===== config.mk =====
export PLATFORM = sky130hd
export DESIGN_NAME = capture_sequencer
export DESIGN_NICKNAME = d
export VERILOG_FILES = /design/src/rtl/cseq_pkg.sv /design/src/rtl/cseq_term_bank.sv /design/src/rtl/cseq_level_bank.sv /design/src/rtl/cseq_engine.sv /design/src/rtl/capture_sequencer.sv
export SDC_FILE = /design/constraint.sdc
export NUM_CORES = 1
export LEC_CHECK = 0
export BUFFER_PORTS_ARGS = -buffer_cell sky130_fd_sc_hd__buf_2
export CAP_MARGIN = 20
export CORE_MARGIN = 1
export CORE_UTILIZATION = 50
export CTS_CLUSTER_DIAMETER = 150
export DETAILED_ROUTE_END_ITERATION = 10
export PLACE_DENSITY_LB_ADDON = 0.12
export SLEW_MARGIN = 20
export SYNTH_ARGS = -nofsm -noshare
export SYNTH_HDL_FRONTEND = slang
export SYNTH_SLANG_ARGS = --single-unit

===== constraint.sdc =====
create_clock -name clk -period 6.1 [get_ports clk]
set_clock_uncertainty 0.05 [all_clocks]
set_input_delay 0.61 -clock clk [delete_from_list [all_inputs] [get_ports clk]]
set_output_delay 0.61 -clock clk [all_outputs]
set_load 0.005 [all_outputs]

===== src/rtl/cseq_pkg.sv =====
// Shared sizes, rule codes and the per-level configuration record.
// Assumes the packed control word fits in DATA_W bits.
package cseq_pkg;
    parameter int SIG_W      = 16;
    parameter int NUM_TERMS  = 8;
    parameter int NUM_LEVELS = 4;
    parameter int CNT_W      = 16;
    parameter int DATA_W     = 32;

    localparam int LVL_W    = $clog2(NUM_LEVELS);
    localparam int LVL_BASE = 2 * NUM_TERMS;
    localparam int ADDR_W   = $clog2(LVL_BASE + 2 * NUM_LEVELS);
    localparam int TGT_LO   = 6;
    localparam int AM_LO    = TGT_LO + LVL_W;
    localparam int BM_LO    = AM_LO + NUM_TERMS;
    localparam int EM_LO    = BM_LO + NUM_TERMS;

    localparam logic [2:0] RULE_COUNT   = 3'd0;
    localparam logic [2:0] RULE_RUN     = 3'd1;
    localparam logic [2:0] RULE_AFTER   = 3'd2;
    localparam logic [2:0] RULE_TOOCLOSE = 3'd3;

    typedef enum logic [1:0] {
        KEEP_NONE = 2'd0,
        KEEP_ALL  = 2'd1,
        KEEP_HIT  = 2'd2,
        KEEP_MISS = 2'd3
    } keep_e;

    typedef struct packed {
        logic [NUM_TERMS-1:0] fb_set;
        logic [NUM_TERMS-1:0] b_set;
        logic [NUM_TERMS-1:0] a_set;
        logic [LVL_W-1:0]     fb_tgt;
        logic [1:0]           keep;
        logic                 is_trig;
        logic [2:0]           rule;
        logic [NUM_TERMS-1:0] ev1_set;
        logic [CNT_W-1:0]     limit;
    } lvl_cfg_t;
endpackage


===== src/rtl/cseq_term_bank.sv =====
// Bank of value/mask/invert match terms over the sample vector.
// Assumes wr_ok is already blocked while the sequencer is armed.
module cseq_term_bank
    import cseq_pkg::*;
(
    input  logic                 clk,
    input  logic                 rst_n,
    input  logic                 wr_ok,
    input  logic [ADDR_W-1:0]    cfg_addr,
    input  logic [DATA_W-1:0]    cfg_wdata,
    input  logic [SIG_W-1:0]     sig,
    output logic [NUM_TERMS-1:0] term_hit
);
    for (genvar t = 0; t < NUM_TERMS; t++) begin : g_term
        logic [SIG_W-1:0] val_q;
        logic [SIG_W-1:0] msk_q;
        logic             inv_q;

        // Load the value word or the mask/invert word of this term.
        always_ff @(posedge clk) begin
            if (!rst_n) begin
                val_q <= '0;
                msk_q <= '0;
                inv_q <= 1'b0;
            end else if (wr_ok && cfg_addr == ADDR_W'(2 * t)) begin
                val_q <= cfg_wdata[SIG_W-1:0];
            end else if (wr_ok && cfg_addr == ADDR_W'(2 * t + 1)) begin
                msk_q <= cfg_wdata[SIG_W-1:0];
                inv_q <= cfg_wdata[DATA_W-1];
            end
        end

        // Compare the masked sample bits and apply the invert flag.
        assign term_hit[t] = (((sig ^ val_q) & msk_q) == '0) ^ inv_q;
    end
endmodule


===== src/rtl/cseq_level_bank.sv =====
// Configuration registers of every level, unpacked into records.
// Assumes the word layout given by the offsets in cseq_pkg.
module cseq_level_bank
    import cseq_pkg::*;
(
    input  logic                           clk,
    input  logic                           rst_n,
    input  logic                           locked,
    input  logic                           cfg_we,
    input  logic [ADDR_W-1:0]              cfg_addr,
    input  logic [DATA_W-1:0]              cfg_wdata,
    output lvl_cfg_t [NUM_LEVELS-1:0]      lvl_cfg
);
    logic wr_ok;
    assign wr_ok = cfg_we && !locked;

    for (genvar l = 0; l < NUM_LEVELS; l++) begin : g_lvl
        lvl_cfg_t q;

        // Load the control word or the limit word of this level.
        always_ff @(posedge clk) begin
            if (!rst_n) begin
                q <= '0;
            end else if (wr_ok && cfg_addr == ADDR_W'(LVL_BASE + 2 * l)) begin
                q.rule    <= cfg_wdata[2:0];
                q.is_trig <= cfg_wdata[3];
                q.keep    <= cfg_wdata[5:4];
                q.fb_tgt  <= cfg_wdata[TGT_LO +: LVL_W];
                q.a_set   <= cfg_wdata[AM_LO +: NUM_TERMS];
                q.b_set   <= cfg_wdata[BM_LO +: NUM_TERMS];
                q.fb_set  <= cfg_wdata[EM_LO +: NUM_TERMS];
            end else if (wr_ok && cfg_addr == ADDR_W'(LVL_BASE + 2 * l + 1)) begin
                q.limit   <= cfg_wdata[CNT_W-1:0];
                q.ev1_set <= cfg_wdata[CNT_W +: NUM_TERMS];
            end
        end

        assign lvl_cfg[l] = q;
    end

    AST_CFG_FROZEN: assert property (@(posedge clk) disable iff (!rst_n)
        (locked && rst_n) |=> $stable(lvl_cfg)) else $error("level config changed while armed");
endmodule


===== src/rtl/cseq_engine.sv =====
// Level-walking state machine: applies the active level's rule to
// the term results, takes advance, fallback or trigger decisions and
// registers the trigger and keep outputs. Assumes the configuration
// is stable while arm is high.
module cseq_engine
    import cseq_pkg::*;
(
    input  logic                       clk,
    input  logic                       rst_n,
    input  logic                       arm,
    input  logic [NUM_TERMS-1:0]       term_hit,
    input  lvl_cfg_t [NUM_LEVELS-1:0]  lvl_cfg,
    output logic                       trig,
    output logic                       store_en
);
    logic [LVL_W-1:0] level;
    logic [CNT_W-1:0] cnt;
    logic [CNT_W-1:0] gap;
    logic             prev_ev1;
    logic             seen;
    logic             done;

    logic [LVL_W-1:0] n_level;
    logic [CNT_W-1:0] n_cnt;
    logic [CNT_W-1:0] n_gap;
    logic             n_prev, n_seen, n_done, fire;

    lvl_cfg_t         cur;
    logic             c_hit, ev1_hit, fb_hit, met, main_ok, keep_now;
    logic [CNT_W-1:0] lim;
    logic [CNT_W:0]   cnt_inc;
    logic             reach;

    assign cur     = lvl_cfg[level];
    assign c_hit   = (|(cur.a_set & term_hit)) &&
                     ((cur.b_set == '0) || (|(cur.b_set & term_hit)));
    assign ev1_hit = |(cur.ev1_set & term_hit);
    assign fb_hit  = |(cur.fb_set & term_hit);
    assign lim     = (cur.limit == '0) ? CNT_W'(1) : cur.limit;
    assign cnt_inc = {1'b0, cnt} + 1'b1;
    assign reach   = cnt_inc >= {1'b0, lim};

    // Choose whether the current sample is kept at this level.
    always_comb begin
        case (keep_e'(cur.keep))
            KEEP_ALL:  keep_now = 1'b1;
            KEEP_HIT:  keep_now = c_hit;
            KEEP_MISS: keep_now = !c_hit;
            default:   keep_now = 1'b0;
        endcase
    end

    // Apply the level rule, then the advance/trigger or fallback step.
    always_comb begin
        n_level = level;
        n_cnt   = cnt;
        n_gap   = gap;
        n_prev  = prev_ev1;
        n_seen  = seen;
        n_done  = done;
        fire    = 1'b0;
        met     = 1'b0;
        main_ok = 1'b0;
        if (!done) begin
            case (cur.rule)
                RULE_COUNT: begin
                    main_ok = c_hit;
                    if (c_hit) begin
                        n_cnt = cnt_inc[CNT_W-1:0];
                        met   = reach;
                    end
                end
                RULE_RUN: begin
                    main_ok = c_hit;
                    if (c_hit) begin
                        n_cnt = cnt_inc[CNT_W-1:0];
                        met   = reach;
                    end else begin
                        n_cnt = '0;
                    end
                end
                RULE_AFTER: begin
                    met     = c_hit && prev_ev1;
                    main_ok = met;
                    n_prev  = ev1_hit;
                end
                RULE_TOOCLOSE: begin
                    if (seen && c_hit) begin
                        met    = gap < cur.limit;
                        n_seen = ev1_hit;
                        n_gap  = '0;
                    end else if (ev1_hit) begin
                        n_seen = 1'b1;
                        n_gap  = '0;
                    end else if (seen && gap != '1) begin
                        n_gap  = gap + 1'b1;
                    end
                    main_ok = met;
                end
                default: begin
                    main_ok = 1'b1;
                    n_cnt   = cnt_inc[CNT_W-1:0];
                    met     = reach;
                end
            endcase

            if (met) begin
                if (cur.is_trig || level == LVL_W'(NUM_LEVELS - 1)) begin
                    fire   = 1'b1;
                    n_done = 1'b1;
                end else begin
                    n_level = level + 1'b1;
                end
                n_cnt  = '0;
                n_gap  = '0;
                n_prev = 1'b0;
                n_seen = 1'b0;
            end else if (!main_ok && fb_hit) begin
                n_level = cur.fb_tgt;
                n_cnt   = '0;
                n_gap   = '0;
                n_prev  = 1'b0;
                n_seen  = 1'b0;
            end
        end
    end

    // Hold progress cleared while disarmed, otherwise step each sample.
    always_ff @(posedge clk) begin
        if (!rst_n || !arm) begin
            level    <= '0;
            cnt      <= '0;
            gap      <= '0;
            prev_ev1 <= 1'b0;
            seen     <= 1'b0;
            done     <= 1'b0;
            trig     <= 1'b0;
            store_en <= 1'b0;
        end else begin
            level    <= n_level;
            cnt      <= n_cnt;
            gap      <= n_gap;
            prev_ev1 <= n_prev;
            seen     <= n_seen;
            done     <= n_done;
            trig     <= fire;
            store_en <= keep_now;
        end
    end

    AST_PULSE_SINGLE: assert property (@(posedge clk) disable iff (!rst_n)
        trig |=> !trig) else $error("trigger longer than one clock");
    AST_FINAL_HOLD: assert property (@(posedge clk) disable iff (!rst_n)
        (rst_n && arm && done) |=> (done && $stable(level))) else $error("left final state while armed");
    AST_DISARM_QUIET: assert property (@(posedge clk) disable iff (!rst_n)
        (rst_n && !arm) |=> (!trig && !store_en)) else $error("output while disarmed");
    AST_CNT_BELOW_LIMIT: assert property (@(posedge clk) disable iff (!rst_n)
        (arm && !done) |-> (cnt < lim)) else $error("count passed its limit");
endmodule


===== src/rtl/capture_sequencer.sv =====
// Top of the capture trigger sequencer: term bank, level registers
// and the level engine. Assumes one sample per clock on sig.
module capture_sequencer
    import cseq_pkg::*;
(
    input  logic              clk,
    input  logic              rst_n,
    input  logic              arm,
    input  logic              cfg_we,
    input  logic [ADDR_W-1:0] cfg_addr,
    input  logic [DATA_W-1:0] cfg_wdata,
    input  logic [SIG_W-1:0]  sig,
    output logic              trig,
    output logic              store_en
);
    logic [NUM_TERMS-1:0]      term_hit;
    lvl_cfg_t [NUM_LEVELS-1:0] lvl_cfg;
    logic                      wr_ok;

    assign wr_ok = cfg_we && !arm;

    cseq_term_bank u_terms (
        .clk       (clk),
        .rst_n     (rst_n),
        .wr_ok     (wr_ok),
        .cfg_addr  (cfg_addr),
        .cfg_wdata (cfg_wdata),
        .sig       (sig),
        .term_hit  (term_hit)
    );

    cseq_level_bank u_levels (
        .clk       (clk),
        .rst_n     (rst_n),
        .locked    (arm),
        .cfg_we    (cfg_we),
        .cfg_addr  (cfg_addr),
        .cfg_wdata (cfg_wdata),
        .lvl_cfg   (lvl_cfg)
    );

    cseq_engine u_engine (
        .clk      (clk),
        .rst_n    (rst_n),
        .arm      (arm),
        .term_hit (term_hit),
        .lvl_cfg  (lvl_cfg),
        .trig     (trig),
        .store_en (store_en)
    );
endmodule


# Word-level counts from Yosys, hierarchy flattened
# Cells that the tools add are included.
# classes
add_sub_neg,3
order_cmp,3
n_eq_ne,34
muxes,35
bitwise,41
n_reduce_logical,78
# ops
op,n
2-to-1 mux 16 bit,11
zero test 16 bit,9
bitwise AND 16 bit,8
XOR 16 bit,8
binary-select mux 56 bit (select 2 bit),1
2-to-1 mux 56 bit,1
case mux 16 bit (3 select lines),1
"== test 5 x 4 -> 1 bit, second input constant",8
"== test 5 bit, second input constant",8
bitwise AND 8 bit,4
OR reduction 8 bit,4
logical AND 1 bit,30
AND reduction 2 bit,13
"== test 5 x 3 -> 1 bit, second input constant",4
"adder 16 x 1 -> 17 bit, second input constant",1
greater-or-equal comparator 17 x 16 -> 1 bit,1
"adder 16 x 1 -> 16 bit, second input constant",1
less-than comparator 16 bit,1
"inequality test 16 bit, second input constant",1
2-to-1 mux 1 bit,15
NOT 1 bit,13
AND reduction 3 bit,4
"== test 5 x 2 -> 1 bit, second input constant",2
case mux 1 bit (3 select lines),3
22 further kinds,42
# word_totals
reg_bits,527
output_inout_bits,2
word_cells,262

# Depth between registers and ports, before layout
# logic_depth
depth_word,16
ltp_mapped,24

# Modules after synthesis
# A second synthesis with hierarchy kept.
# unflattened
hier_cells,2686
hier_area_um2,24696.2
# modules_own_cells
mod,n_inst,cells_per_inst,area_each_um2,seq_area_each_um2
cseq_term_bank,1,1335,11842.6,5285.1
cseq_level_bank,1,769,8091.5,4484.3
cseq_engine,1,581,4748.3,780.7
capture_sequencer,1,1,13.8,0.0

# Worst setup path after synthesis
# No wires, ideal clock.
# synth_path
path_kind,reg-to-reg
from,register u_engine.level[1]
to,register u_engine.gap[14]
setup_ns,0.122
t_arrival_ns,5.270
setup_slack_ns,0.658
path_stages_with_launch,21
path_buffers,7
synth_period_minus_slack_ns,5.442
cell_sequence,dfxtp_1 buf_2 buf_1 buf_2 buf_2 buf_1 clkbuf_1 mux2_2 o21ai_0 ha_1 and3_1 a221o_1 a21oi_1 a2111oi_0 or3_1 o211a_2 o32ai_4 nor2_2 o221a_4 buf_2 a221o_1
# synth_via
elab_chain_cells,14
# synth_rtl
element,line,rtl
start: declaration,cseq_engine.sv:16,logic [LVL_W-1:0] level;
start signal: assignment,cseq_engine.sv:140,level <= n_level;
binary-select mux 56 bit (select 2 bit) *,cseq_engine.sv:34,assign cur = lvl_cfg[level];
2-to-1 mux 56 bit (not written as such) *,cseq_engine.sv:34,
branches (longest 12 deep; another with greater-or-equal comparator 17 x 16 -> 1 bit),-,
end signal: assignment,cseq_engine.sv:142,gap <= n_gap;
end: declaration,cseq_engine.sv:18,logic [CNT_W-1:0] gap;
# Every way passes the cells marked *. The select of a mux whose other input is x is not followed.
# A chain may end at the register's enable or synchronous reset.

# Worst setup path after layout
# layout_path
from,register u_engine.level[1]
to,register u_engine.cnt[4]
# layout_via
elab_chain_cells,14
# layout_rtl
element,line,rtl
binary-select mux 56 bit (select 2 bit) *,cseq_engine.sv:34,
2-to-1 mux 56 bit (not written as such) *,cseq_engine.sv:34,
branches (longest 12 deep; another with greater-or-equal comparator 17 x 16 -> 1 bit),-,
end signal: assignment,cseq_engine.sv:141,cnt <= n_cnt;
end: declaration,cseq_engine.sv:17,logic [CNT_W-1:0] cnt;
# Marked as above.

==> results.ini <==
[cts]
cts_tree=done
h-tree-depth=2
root_buffer=clkbuf_16
postCtsResizedCells=0
cts_hold_buffers=0
cts_buffer_depth=3
cts_post_setup_buffers_inserted=0
clkSinkCount=527
clk_pin_slew_ns=0.06
insertion_delay_ns=0.62
cts_buffers=56

[floorplan]
dieArea_um2=50500
start_util=0.507
chipHeight_um=225
core_um2=49000
io_pins=59
row_count=81
die_w_um=225

[sta]
setup_viol=0
tns_ns=0
worstMarginPinSlew_ns=1.09
period_minus_slack_ns=4.99
finalCritPeriodShare=0.818
hold_viol=0
rsz0062_at_grt=false
fmax_ghz=0.200
max-slew-margin-rel=0.271
slew_violations=0
fin_ws_ns=1.11

[setup_path]
cp_common_cell=o21ai_0
worstPathRequired_ns=6.58
worst-path-buf-inv=0
worstSetupPathType=reg -> reg
arrival_ns=5.47
crit_fanout=32
max_stage_delay_ns=0.68
slowest_stage=dfxtp_4
cp_top_family=compound AO/OA/AOI/OAI gates
crit_chain=mux2_2, o21ai_0, nand4_1, o41ai_1, ha_1, nor2b_1, nor3_1, o21ai_0, nand2_1, o21ai_0, a21oi_1, o211a_2, o32ai_4, nor2_2, a41oi_2, o221ai_1
start_kind=register
cp-end-kind=register

[pwr]
ir_drop_v=0.000196
powerDensity_nw_per_um2=272
p_leak_nw=9.48

[cells_and_area]
final_cells=3656
area_growth_pct=10.4
fin_nets=3037
mostFrequentLayoutCell=nand2_1
drive_above_1_share=0.0926
fin_area_um2=27400
layout_common_cells=nand2_1 (1059), dfxtp_1 (525), a21boi_0 (492)

[logic_synthesis]
netlist.area_leader.share=0.425
synthArstFlopShare=0
postSynthNetCount=3103
ys_types=60
synth_area_per_cell_um2=8.24
synth_edf_count=0
synth_area_leader_cell=dfxtp_1
synthesis.instances=3012
ys_ff_latch=527
netlist_area_um2=24800
yosysSeqAreaShare=0.425
synth_flop_cell=dfxtp_1
yosys-top-cells-area=dfxtp_1 (43%), nand2_1 (16%), a21boi_0 (15%)
synth_warnings=0

[flow_run]
max-cap-violations=0

[global_routing]
antenna_found_initial=2
track_usage=0.290
grt_pass1_wl_um=114000
grt_pass1_vias=20100
grt_overflow_total=0
grt_max_degree=154

[route]
antenna_left=0
wl_per_cell_um=19.9
num_vias=20600
drtPass1Iterations=5
drt_iter0_drc=1627
drt_wl_total_um=72700
drc=0
via_per_inst=5.63

[placement]
placedCellCount=3552
placed_cell_area_um2=25400
numPortBuffers=58
place_congestion=0.903
pre_cts_slack_ns=0.726
hpwl_um=44200

[min_path]
hp-class=in -> reg

[run_status]
status=finished clean

-- sequential cells by signal, indices dropped and copies added (netlist names) --
signal / cells
u_terms.g_term.msk_q: 128
u_terms.g_term.inv_q: 8
u_engine.done: 1
u_engine.trig: 1
u_engine.prev_ev1: 1
u_levels.lvl_cfg: 224
u_engine.gap: 16
u_engine.seen: 1
u_terms.g_term.val_q: 128
u_engine.cnt: 16
u_engine.level: 2
u_engine.store_en: 1
-- synth_stat cells (4+ instances only) --
| cell type | count |
|---|---|
| nand2_1 | 1059 |
| dfxtp_1 | 527 |
| a21boi_0 | 492 |
| clkbuf_1 | 175 |
| xor2_1 | 131 |
| nor2_1 | 66 |
| a22oi_1 | 64 |
| o21ai_0 | 47 |
| inv_1 | 42 |
| mux4_2 | 35 |
| ha_1 | 34 |
| nand3_1 | 30 |
| mux2i_1 | 25 |
| nand4_1 | 25 |
| buf_2 | 24 |
| mux2_2 | 23 |
| a21oi_1 | 21 |
| and3_1 | 19 |
| xnor2_1 | 18 |
| nor3_1 | 16 |
| a221o_1 | 15 |
| o22ai_1 | 15 |
| or3_1 | 12 |
| nor2b_1 | 9 |
| clkbuf_2 | 8 |
| buf_1 | 6 |
| nand2b_1 | 6 |
| o221ai_1 | 6 |
| or2_2 | 5 |
| or4_1 | 5 |
| a21o_1 | 4 |
| a31oi_1 | 4 |
| nor4_1 | 4 |
-- where the power goes --
| part | internal (W) | leakage, nW | switching [W] |
|---|---|---|---|
| Clock | 0.00219 | 0.981 | 0.00143 |
| Sequential | 0.00345 | 4.25 | 0.00000982 |
| Combinational | 0.000109 | 4.26 | 0.000255 |
-- worst min-delay path, cell delays in order --
cell and delay (ns):
buf_2 0.12, nand2_1 0.05, a21boi_0 0.06
-- per-stage QoR --
step	hold slack (ns)	utilization	power, W
after floorplan	0.389	-	0.00376
after global placement	0.400	0.518	0.00389
after detailed placement	0.408	0.519	0.00390
after CTS	0.196	0.559	0.00750
after global routing	0.231	0.560	0.00766
final	0.224	0.560	0.00745
-- layer usage --
metal	global-route usage	vias up	share of wire
met2	0.482	574	0.47
li1	-	9951	-
met5	0	-	0.00018
met3	0.0418	126	0.063
met4	0.0966	2	0.029
met1	0.384	9948	0.44
-- area by class of cell --
class	instances	area [um2]
Multi-Input combinational cell	2226	13300
Fill cell	4441	21600
Inverter	44	166
Tap cell	664	831
Antenna cell	1	2.50
Clock inverter	14	210
Timing Repair Buffer	91	552
Clock buffer	89	1770
Sequential cell	527	10600
-- logic make-up after synthesis --
| family | Yosys count | synth area share |
|---|---|---|
| fa+ha+maj | 34 | 0.0171 |
| compound gates | 689 | 0.205 |
| mux | 83 | 0.0523 |
| flops | 527 | 0.425 |
| xor+xnor | 149 | 0.0526 |
| buf+inv | 259 | 0.0413 |
| simple gates | 1271 | 0.207 |
-- worst paths after layout --
check                           slack (ns)  depth (start not counted)                                end                         startpoint
worst max-delay path                  1.11                         16       u_engine.cnt[4]$_SDFFE_PP0P_     u_engine.level[1]$_SDFFE_PP0P_
worst min-delay path                  0.22                          3  u_levels.lvl_cfg[48]$_SDFFE_PN0P_                      cfg_wdata[24]
worst max register to register        1.11                         16       u_engine.cnt[4]$_SDFFE_PP0P_     u_engine.level[1]$_SDFFE_PP0P_
worst min register to register        0.41                          2  u_levels.lvl_cfg[52]$_SDFFE_PN0P_  u_levels.lvl_cfg[52]$_SDFFE_PN0P_
(Power assumes the default switching activity.)
